--- src/rtl/sync_ins_pkg.sv ---
package sync_ins_pkg;
  parameter int unsigned PIX_W = 10;

  typedef logic [PIX_W-1:0] word_t;

  localparam word_t WORD_MAX  = '1;
  localparam word_t CODE_FILL = word_t'(0);
  localparam word_t CODE_SOL  = word_t'(1);
  localparam word_t CODE_EOL  = word_t'(2);
  localparam word_t CODE_EOF  = word_t'(3);
  localparam word_t WORD_SUB  = word_t'(4);

  typedef struct packed {
    word_t pix;
    logic  act;
    logic  fv;
    logic  first;
  } stage_t;
endpackage

--- src/rtl/sync_ins_delay.sv ---
module sync_ins_delay
  import sync_ins_pkg::*;
#(
  parameter int unsigned DEPTH = 6
) (
  input  logic   clk_i,
  input  logic   rst_ni,
  input  stage_t in_i,
  output stage_t tap_o [DEPTH]
);
  stage_t q [DEPTH];

  for (genvar g = 0; g < DEPTH; g++) begin : g_stage
    if (g == 0) begin : g_head
      always_ff @(posedge clk_i or negedge rst_ni) begin
        if (!rst_ni) q[g] <= '0;
        else         q[g] <= in_i;
      end
    end else begin : g_body
      always_ff @(posedge clk_i or negedge rst_ni) begin
        if (!rst_ni) q[g] <= '0;
        else         q[g] <= q[g-1];
      end
    end
    assign tap_o[g] = q[g];
  end
endmodule

--- src/rtl/sync_ins_scrub.sv ---
module sync_ins_scrub
  import sync_ins_pkg::*;
(
  input  stage_t cur_i,
  input  stage_t older_i,
  input  stage_t newer_i,
  output word_t  pix_o
);
  logic triple;

  // middle of a max/zero/max run among active pixels
  assign triple = older_i.act && newer_i.act && (older_i.pix == WORD_MAX)
                  && (newer_i.pix == WORD_MAX) && (cur_i.pix == CODE_FILL);

  always_comb begin
    pix_o = cur_i.pix;
    if (cur_i.pix < WORD_SUB) pix_o = WORD_SUB;
    if (triple)               pix_o = WORD_SUB;
  end
endmodule

--- src/rtl/sync_ins_code_mux.sv ---
module sync_ins_code_mux
  import sync_ins_pkg::*;
(
  input  logic  clk_i,
  input  logic  rst_ni,
  input  logic  act_i,
  input  logic  fv_i,
  input  logic  prev_act_i,
  input  logic  sol_next_i,
  input  logic  sof_in2_i,
  input  logic  sof_in3_i,
  input  logic  sof_in4_i,
  input  word_t pix_i,
  output word_t word_o
);
  word_t word_d, word_q;
  logic  pix_q;

  always_comb begin
    if (act_i)           word_d = pix_i;
    else if (prev_act_i) word_d = fv_i ? CODE_EOL : CODE_EOF;
    else if (sol_next_i) word_d = CODE_SOL;
    else if (sof_in2_i)  word_d = WORD_MAX;
    else if (sof_in3_i)  word_d = CODE_FILL;
    else if (sof_in4_i)  word_d = WORD_MAX;
    else                 word_d = CODE_FILL;
  end

  always_ff @(posedge clk_i or negedge rst_ni) begin
    if (!rst_ni) begin
      word_q <= CODE_FILL;
      pix_q  <= 1'b0;
    end else begin
      word_q <= word_d;
      pix_q  <= act_i;
    end
  end

  assign word_o = word_q;

  AST_PIX_FLOOR: assert property (@(posedge clk_i) disable iff (!rst_ni)
    pix_q |-> word_q >= WORD_SUB);
endmodule

--- src/rtl/sync_code_inserter.sv ---
module sync_code_inserter
  import sync_ins_pkg::*;
#(
  parameter int unsigned LEAD = 4
) (
  input  logic             clk_i,
  input  logic             rst_ni,
  input  logic [PIX_W-1:0] pix_i,
  input  logic             lv_i,
  input  logic             fv_i,
  output logic [PIX_W-1:0] word_o
);
  localparam int unsigned DEPTH = LEAD + 2;
  localparam int unsigned OUT   = LEAD;

  logic   pend_q;
  stage_t in_s;
  stage_t tap [DEPTH];
  word_t  pix_clean;
  logic   sol0, sol_next, sof2, sof3, sof4;

  // set during frame blanking, cleared by the first active pixel
  always_ff @(posedge clk_i or negedge rst_ni) begin
    if (!rst_ni)    pend_q <= 1'b1;
    else if (!fv_i) pend_q <= 1'b1;
    else if (lv_i)  pend_q <= 1'b0;
  end

  always_comb begin
    in_s.pix   = pix_i;
    in_s.act   = lv_i & fv_i;
    in_s.fv    = fv_i;
    in_s.first = pend_q;
  end

  sync_ins_delay #(.DEPTH(DEPTH)) u_delay (
    .clk_i  (clk_i),
    .rst_ni (rst_ni),
    .in_i   (in_s),
    .tap_o  (tap)
  );

  assign sol0     = tap[0].act & ~tap[1].act;
  assign sol_next = tap[OUT-1].act & ~tap[OUT].act;
  assign sof2 = tap[OUT-2].act & ~tap[OUT-1].act & tap[OUT-2].first;
  assign sof3 = tap[OUT-3].act & ~tap[OUT-2].act & tap[OUT-3].first;
  assign sof4 = tap[OUT-4].act & ~tap[OUT-3].act & tap[OUT-4].first;

  sync_ins_scrub u_scrub (
    .cur_i   (tap[OUT]),
    .older_i (tap[OUT+1]),
    .newer_i (tap[OUT-1]),
    .pix_o   (pix_clean)
  );

  sync_ins_code_mux u_mux (
    .clk_i      (clk_i),
    .rst_ni     (rst_ni),
    .act_i      (tap[OUT].act),
    .fv_i       (tap[OUT].fv),
    .prev_act_i (tap[OUT+1].act),
    .sol_next_i (sol_next),
    .sof_in2_i  (sof2),
    .sof_in3_i  (sof3),
    .sof_in4_i  (sof4),
    .pix_i      (pix_clean),
    .word_o     (word_o)
  );

  AST_CLAMP_LOW: assert property (@(posedge clk_i) disable iff (!rst_ni)
    (tap[OUT].act && tap[OUT].pix < WORD_SUB) |=> word_o == WORD_SUB);
  AST_PREAMBLE_HEAD: assert property (@(posedge clk_i) disable iff (!rst_ni)
    sof4 |=> word_o == WORD_MAX);
  AST_END_CODE: assert property (@(posedge clk_i) disable iff (!rst_ni)
    (!tap[OUT].act && tap[OUT+1].act) |=> (word_o == CODE_EOL || word_o == CODE_EOF));
  AST_LINE_GAP: assert property (@(posedge clk_i) disable iff (!rst_ni)
    sol0 |-> !tap[2].act);
  AST_FRAME_GAP: assert property (@(posedge clk_i) disable iff (!rst_ni)
    (sol0 && tap[0].first) |-> (!tap[2].act && !tap[3].act && !tap[4].act && !tap[5].act));
endmodule

--- config.mk ---
export PLATFORM = sky130hd
export DESIGN_NAME = sync_code_inserter
export DESIGN_NICKNAME = d
export VERILOG_FILES = /design/src/rtl/sync_ins_pkg.sv /design/src/rtl/sync_ins_delay.sv /design/src/rtl/sync_ins_scrub.sv /design/src/rtl/sync_ins_code_mux.sv /design/src/rtl/sync_code_inserter.sv
export SDC_FILE = /design/constraint.sdc
export NUM_CORES = 1
export LEC_CHECK = 0
export BUFFER_PORTS_ARGS = -buffer_cell sky130_fd_sc_hd__buf_2
export CORE_ASPECT_RATIO = 0.9
export CORE_MARGIN = 2
export CORE_UTILIZATION = 41
export DETAILED_ROUTE_END_ITERATION = 12
export PLACE_DENSITY = 0.64
export SLEW_MARGIN = 10
export SYNTH_ARGS = -nofsm -noshare
export SYNTH_HDL_FRONTEND = slang
export SYNTH_SLANG_ARGS = --single-unit
--- constraint.sdc ---
create_clock -name clk_i -period 1.6 [get_ports clk_i]
set_clock_uncertainty 0.2 [all_clocks]
set_input_delay 0.08 -clock clk_i [delete_from_list [all_inputs] [get_ports clk_i]]
set_output_delay 0.08 -clock clk_i [all_outputs]
set_load 0.02 [all_outputs]
---- Yosys cells after proc, flatten, opt, wreduce, memory -nomap -nowiden ----
Index checks and enable logic that the tools add are counted.
word-level totals
  output and inout bits ................... 10
  bits in registers ....................... 85
  input bits .............................. 14
  word-level logic and storage cells ...... 54
cells by class
  reduce and logical (&&, ||, !) cells .... 5
  equality and inequality tests ........... 3
  $lt $le $gt $ge ......................... 1
  bitwise operators ....................... 12
  muxes and demuxes ....................... 11
operator list
  kind                  number
  $mux 10               8
  $eq 10x10->1 const B  2
  $logic_not 10->1      1
  $lt 10x3->1 const B   1
  $and 1x1->1           8
  $logic_and 1x1->1     4
  $not 1->1             4
  $mux 1                3
  $ne 2x2->1 const B    1

---- Logic depth before layout (Yosys ltp) ----
  depth in word-level cells ............... 9
  depth in mapped cells ................... 3
  mapped depth without buffers ............ 3

---- Modules after synthesis ----
From an unflattened synthesis, not the netlist that was laid out.
unflattened totals
  cell total of the unflattened synthesis .. 139
  area total of the unflattened synthesis .. 2,507.4 um^2
modules (own cells, without submodules)
  module              instances  cells each  sequential area each (um^2)  area each (um^2)
  sync_ins_delay      1          78          1,951.9                      1,951.9
  sync_ins_code_mux   1          37          250.2                        409.1
  sync_code_inserter  1          11          26.3                         73.8
  sync_ins_scrub      1          13          0.0                          72.6

---- Worst setup path before layout ----
OpenSTA, ideal clock, no wires.
  path type ............................... register -> register
  start ................................... reg u_delay.q, in the netlist u_delay.tap_o[54]
  end ..................................... reg u_mux.word_q[2] (netlist: u_mux.word_o[2])
  data required time ...................... 1.322 ns
  stages on the path, launching flop included .. 4
  buffers on the path ..................... 0
  library setup time ...................... 0.078 ns
  slack ................................... 0.152 ns
  arrival time ............................ 1.170 ns
  clock period less this slack ............ 1.448 ns
  cell sequence ........................... dfrtp_1 -> nand3b_4 -> a2111oi_4 -> o21bai_1
on the way
  longest elaborated chain between the ends .. 9
  elaborated cells on any way between the ends .. 11
  classes of those cells .................. mux (6); bitwise (5)
ends and longest elaborated chain
  item                             line                      RTL
  start, declared                  sync_ins_delay.sv:11      stage_t q [DEPTH];
  start signal, assigned by index  sync_ins_delay.sv:22      else q[g] <= q[g-1];
  $not 1->1                        sync_code_inserter.sv:47  assign sof4 = tap[OUT-4].act & ~tap[OUT-3].act & tap[OUT-4].first;
  $and 1x1->1 (2 in a row)         sync_code_inserter.sv:47
  $mux 10                          sync_ins_code_mux.sv:25   else if (sof_in4_i) word_d = WORD_MAX;
  $mux 10 *                        sync_ins_code_mux.sv:24   else if (sof_in3_i) word_d = CODE_FILL;
  $mux 10 *                        sync_ins_code_mux.sv:23   else if (sof_in2_i) word_d = WORD_MAX;
  $mux 10 *                        sync_ins_code_mux.sv:22   else if (sol_next_i) word_d = CODE_SOL;
  $mux 10 *                        sync_ins_code_mux.sv:21   else if (prev_act_i) word_d = fv_i ? CODE_EOL : CODE_EOF;
  $mux 10 *                        sync_ins_code_mux.sv:20   if (act_i) word_d = pix_i;
  via u_mux.word_d[2]              sync_ins_code_mux.sv:16   word_t word_d, word_q;
  end signal, assigned             sync_ins_code_mux.sv:34   word_q <= word_d;
  end, declared                    sync_ins_code_mux.sv:16
The timed path passes the listed nets; every way through them passes the cells marked *.
A chain may end at the register's enable or synchronous reset.

---- Final worst setup path ----
  start ................................... reg u_delay.q, in the netlist u_delay.tap_o[54]
  end ..................................... reg u_mux.word_q[5] (netlist: u_mux.word_o[5])
Same word-level chain as after synthesis.

==> run summary <==
Clock slew at reported path FFs - 0.07 ns
HP Class - in -> async
Drt first pass iters - 6
Vias in the first global route - 1023
Layout area overhead - 28.8%
CTS root buffer - clkbuf_8
Post-route DRC violation count - 0
Status - finished, final reports clean
Slowest stage delay, CP - 0.42 ns
Dpl cell area - 2320 sq um
# setup viols final - 0
Worst-Margin Slew - 0.365 ns
CP endpoint kind - flip-flop
#FFs+latches synth - 75
Cells after Synth - 102
Fin area - 2700 sq um
Syn Nets - 116
Fin. max-slew vios - 0
Crit path time final - 1.58 ns
Critical-path cell list - nand3b_4, a2111oi_4, buf_4, a21o_2
Via count - 941
CTS Buf Count - 9
Core ar. - 4890 sq um
NumNets Final - 166
Netlist cell types - 19
ANT nets after route - 0
Largest net degree at the start of global routing - 76
Leakage power - 1.28 nW
Post-layout util - 55.2%
Final cell count without fillers - 222
Final wirelength - 2550 um
Final hold vios - 0
Setup crit start kind - flip-flop
Synth warnings - 0
GRT Resource Usage Total - 11.0%
Asr flop ratio synth - 100%
Number of vias per cell - 4.24
IO Pins - 24
Initial antenna violation count - 0
Worst EP arrival - 1.65 ns
CP Max Fanout - 6
Max frequency - 635 MHz
Initial drt markers - 30
Syn Area/Cell - 20.5 sq um
CP Class - reg -> reg
Ys flop type - dfrtp_1
Final period util - 98.4%
Initial Utilization - 42.8%
RD Place Congestion - 0.815
Port bufs - 23
EDFF count, synth - 0
Placed cell count - 191
CP required - 1.67 ns
Longest Clk Path Bufs - 2
TritonCTS clock tree - built
Layout cell share with drive strength beyond 1 - 36.3%
Slowest stage cell, crit path - a2111oi_4
H-tree Lvls - 3
First-pass GRT wire length - 4410 um
Die Wd - 79.4 um
Max-slew headroom - 75.7%
Power Density - 1400 nW/um^2
Total gr overflow - 0
Mapped cell area - 2100 sq um
Maximum vdd drop - 1.42 mV
Final HPWL DP - 1500 um
Seq/Total Area, Yosys - 89.6%
Total clock sinks - 75
Clock latency on the worst-skew pair - 0.33 ns
Most frequent cells in the layout - dfrtp_1, buf_2, dlygate4sd3_1
Die footprint - 5700 sq um
Max-Cap Viols - 0
Ant diodes - 0
Post-DR wirelength/cell - 11.5 um
Die H - 71.8 um
Most common cell after layout, fill and taps aside - dfrtp_1
Row count - 24
Pwr Total - 3.78 mW
## path summary, 6_finish.rpt
kind                       slack [ns]         startpoint                 to  depth (start not counted)
setup / recovery                 0.02  u_delay.tap_o[54]    u_mux.word_o[5]                          4
hold / removal                    0.1             rst_ni  u_delay.tap_o[15]                          3
setup reg to reg                 0.02  u_delay.tap_o[54]    u_mux.word_o[5]                          4
hold reg to reg                  0.14  u_delay.tap_o[40]  u_delay.tap_o[27]                          0
max in group asynchronous        0.78             rst_ni             pend_q                          3
min in group clk_i               0.14  u_delay.tap_o[40]  u_delay.tap_o[27]                          0
## state kept, by name (all words and copies together) (netlist names)
register	flops
pend_q	1
u_delay.tap_o	64
u_mux.word_o	10
## cell type report
| cell class | count | area, sq um |
|---|---|---|
| clock inverter | 6 | 88.8 |
| tap | 65 | 81.3 |
| fill | 401 | 2190 |
| inverter | 2 | 7.51 |
| sequential | 75 | 1880 |
| timing repair buffer | 40 | 288 |
| clock buffer | 10 | 138 |
| multi-input combinational | 24 | 219 |
## cells by family (layout without fill, tap and decap cells)
group	count (synthesis)	in the layout	share of synthesized area [%]
buffers and inverters	3	58	0.537
AO/OA/AOI/OAI	17	17	7.46
AND/OR/NAND/NOR	7	7	2.39
flip-flops	75	75	89.6
## metrics by stage
step           setup TNS [ns]  setup slack, ns  hold slack [ns]
6_report                    0           0.0249           0.0980
5_1_grt                -0.116          -0.0210            0.128
3_5_place_dp         -0.00983         -0.00983          -0.0667
2_1_floorplan               0            0.152           -0.416
3_3_place_gp                0            0.105          -0.0774
4_1_cts                     0           0.0102            0.109
## synth_stat cells, drive strengths merged, types with 2 or more instances
library cell | instances | share of area, %
dfrtp | 74 | 88
a21o | 8 | 3.3
inv | 2 | 0.36
nand2 | 2 | 0.36
nor4 | 2 | 0.60
## what timing repair did
item                                    in CTS  in global routing
hold buffers                                13                  0
gates cloned                                 0                  0
buffers inserted                             0                  2
endpoints found under the setup margin       1                  6
gates resized for setup                      0                  2
pin swaps                                    1                  1
endpoints found under the hold margin       88                  0
## worst max-delay path, delay by kind of cell (launching register included)
| kind | cells | cell delay, ns |
|---|---|---|
| buf+inv | 1 | 0.21 |
| simple gates | 1 | 0.19 |
| flops | 1 | 0.39 |
| compound gates | 2 | 0.52 |
## where the power goes
group / switching, mW / internal [mW]
Clock: 0.623 / 0.919
Sequential: 0.0394 / 2.00
Combinational: 0.106 / 0.0889
Total: 0.768 / 3.01
## metal layers
metal	part of all wire (%)	track usage, %	vias up
met3	6.1	7.56	4
met1	43	10.8	468
met5	0	0	-
li1	-	-	439
met4	0.86	4.21	0
met2	50	18.5	30
Power figures use the tool's default switching activity.
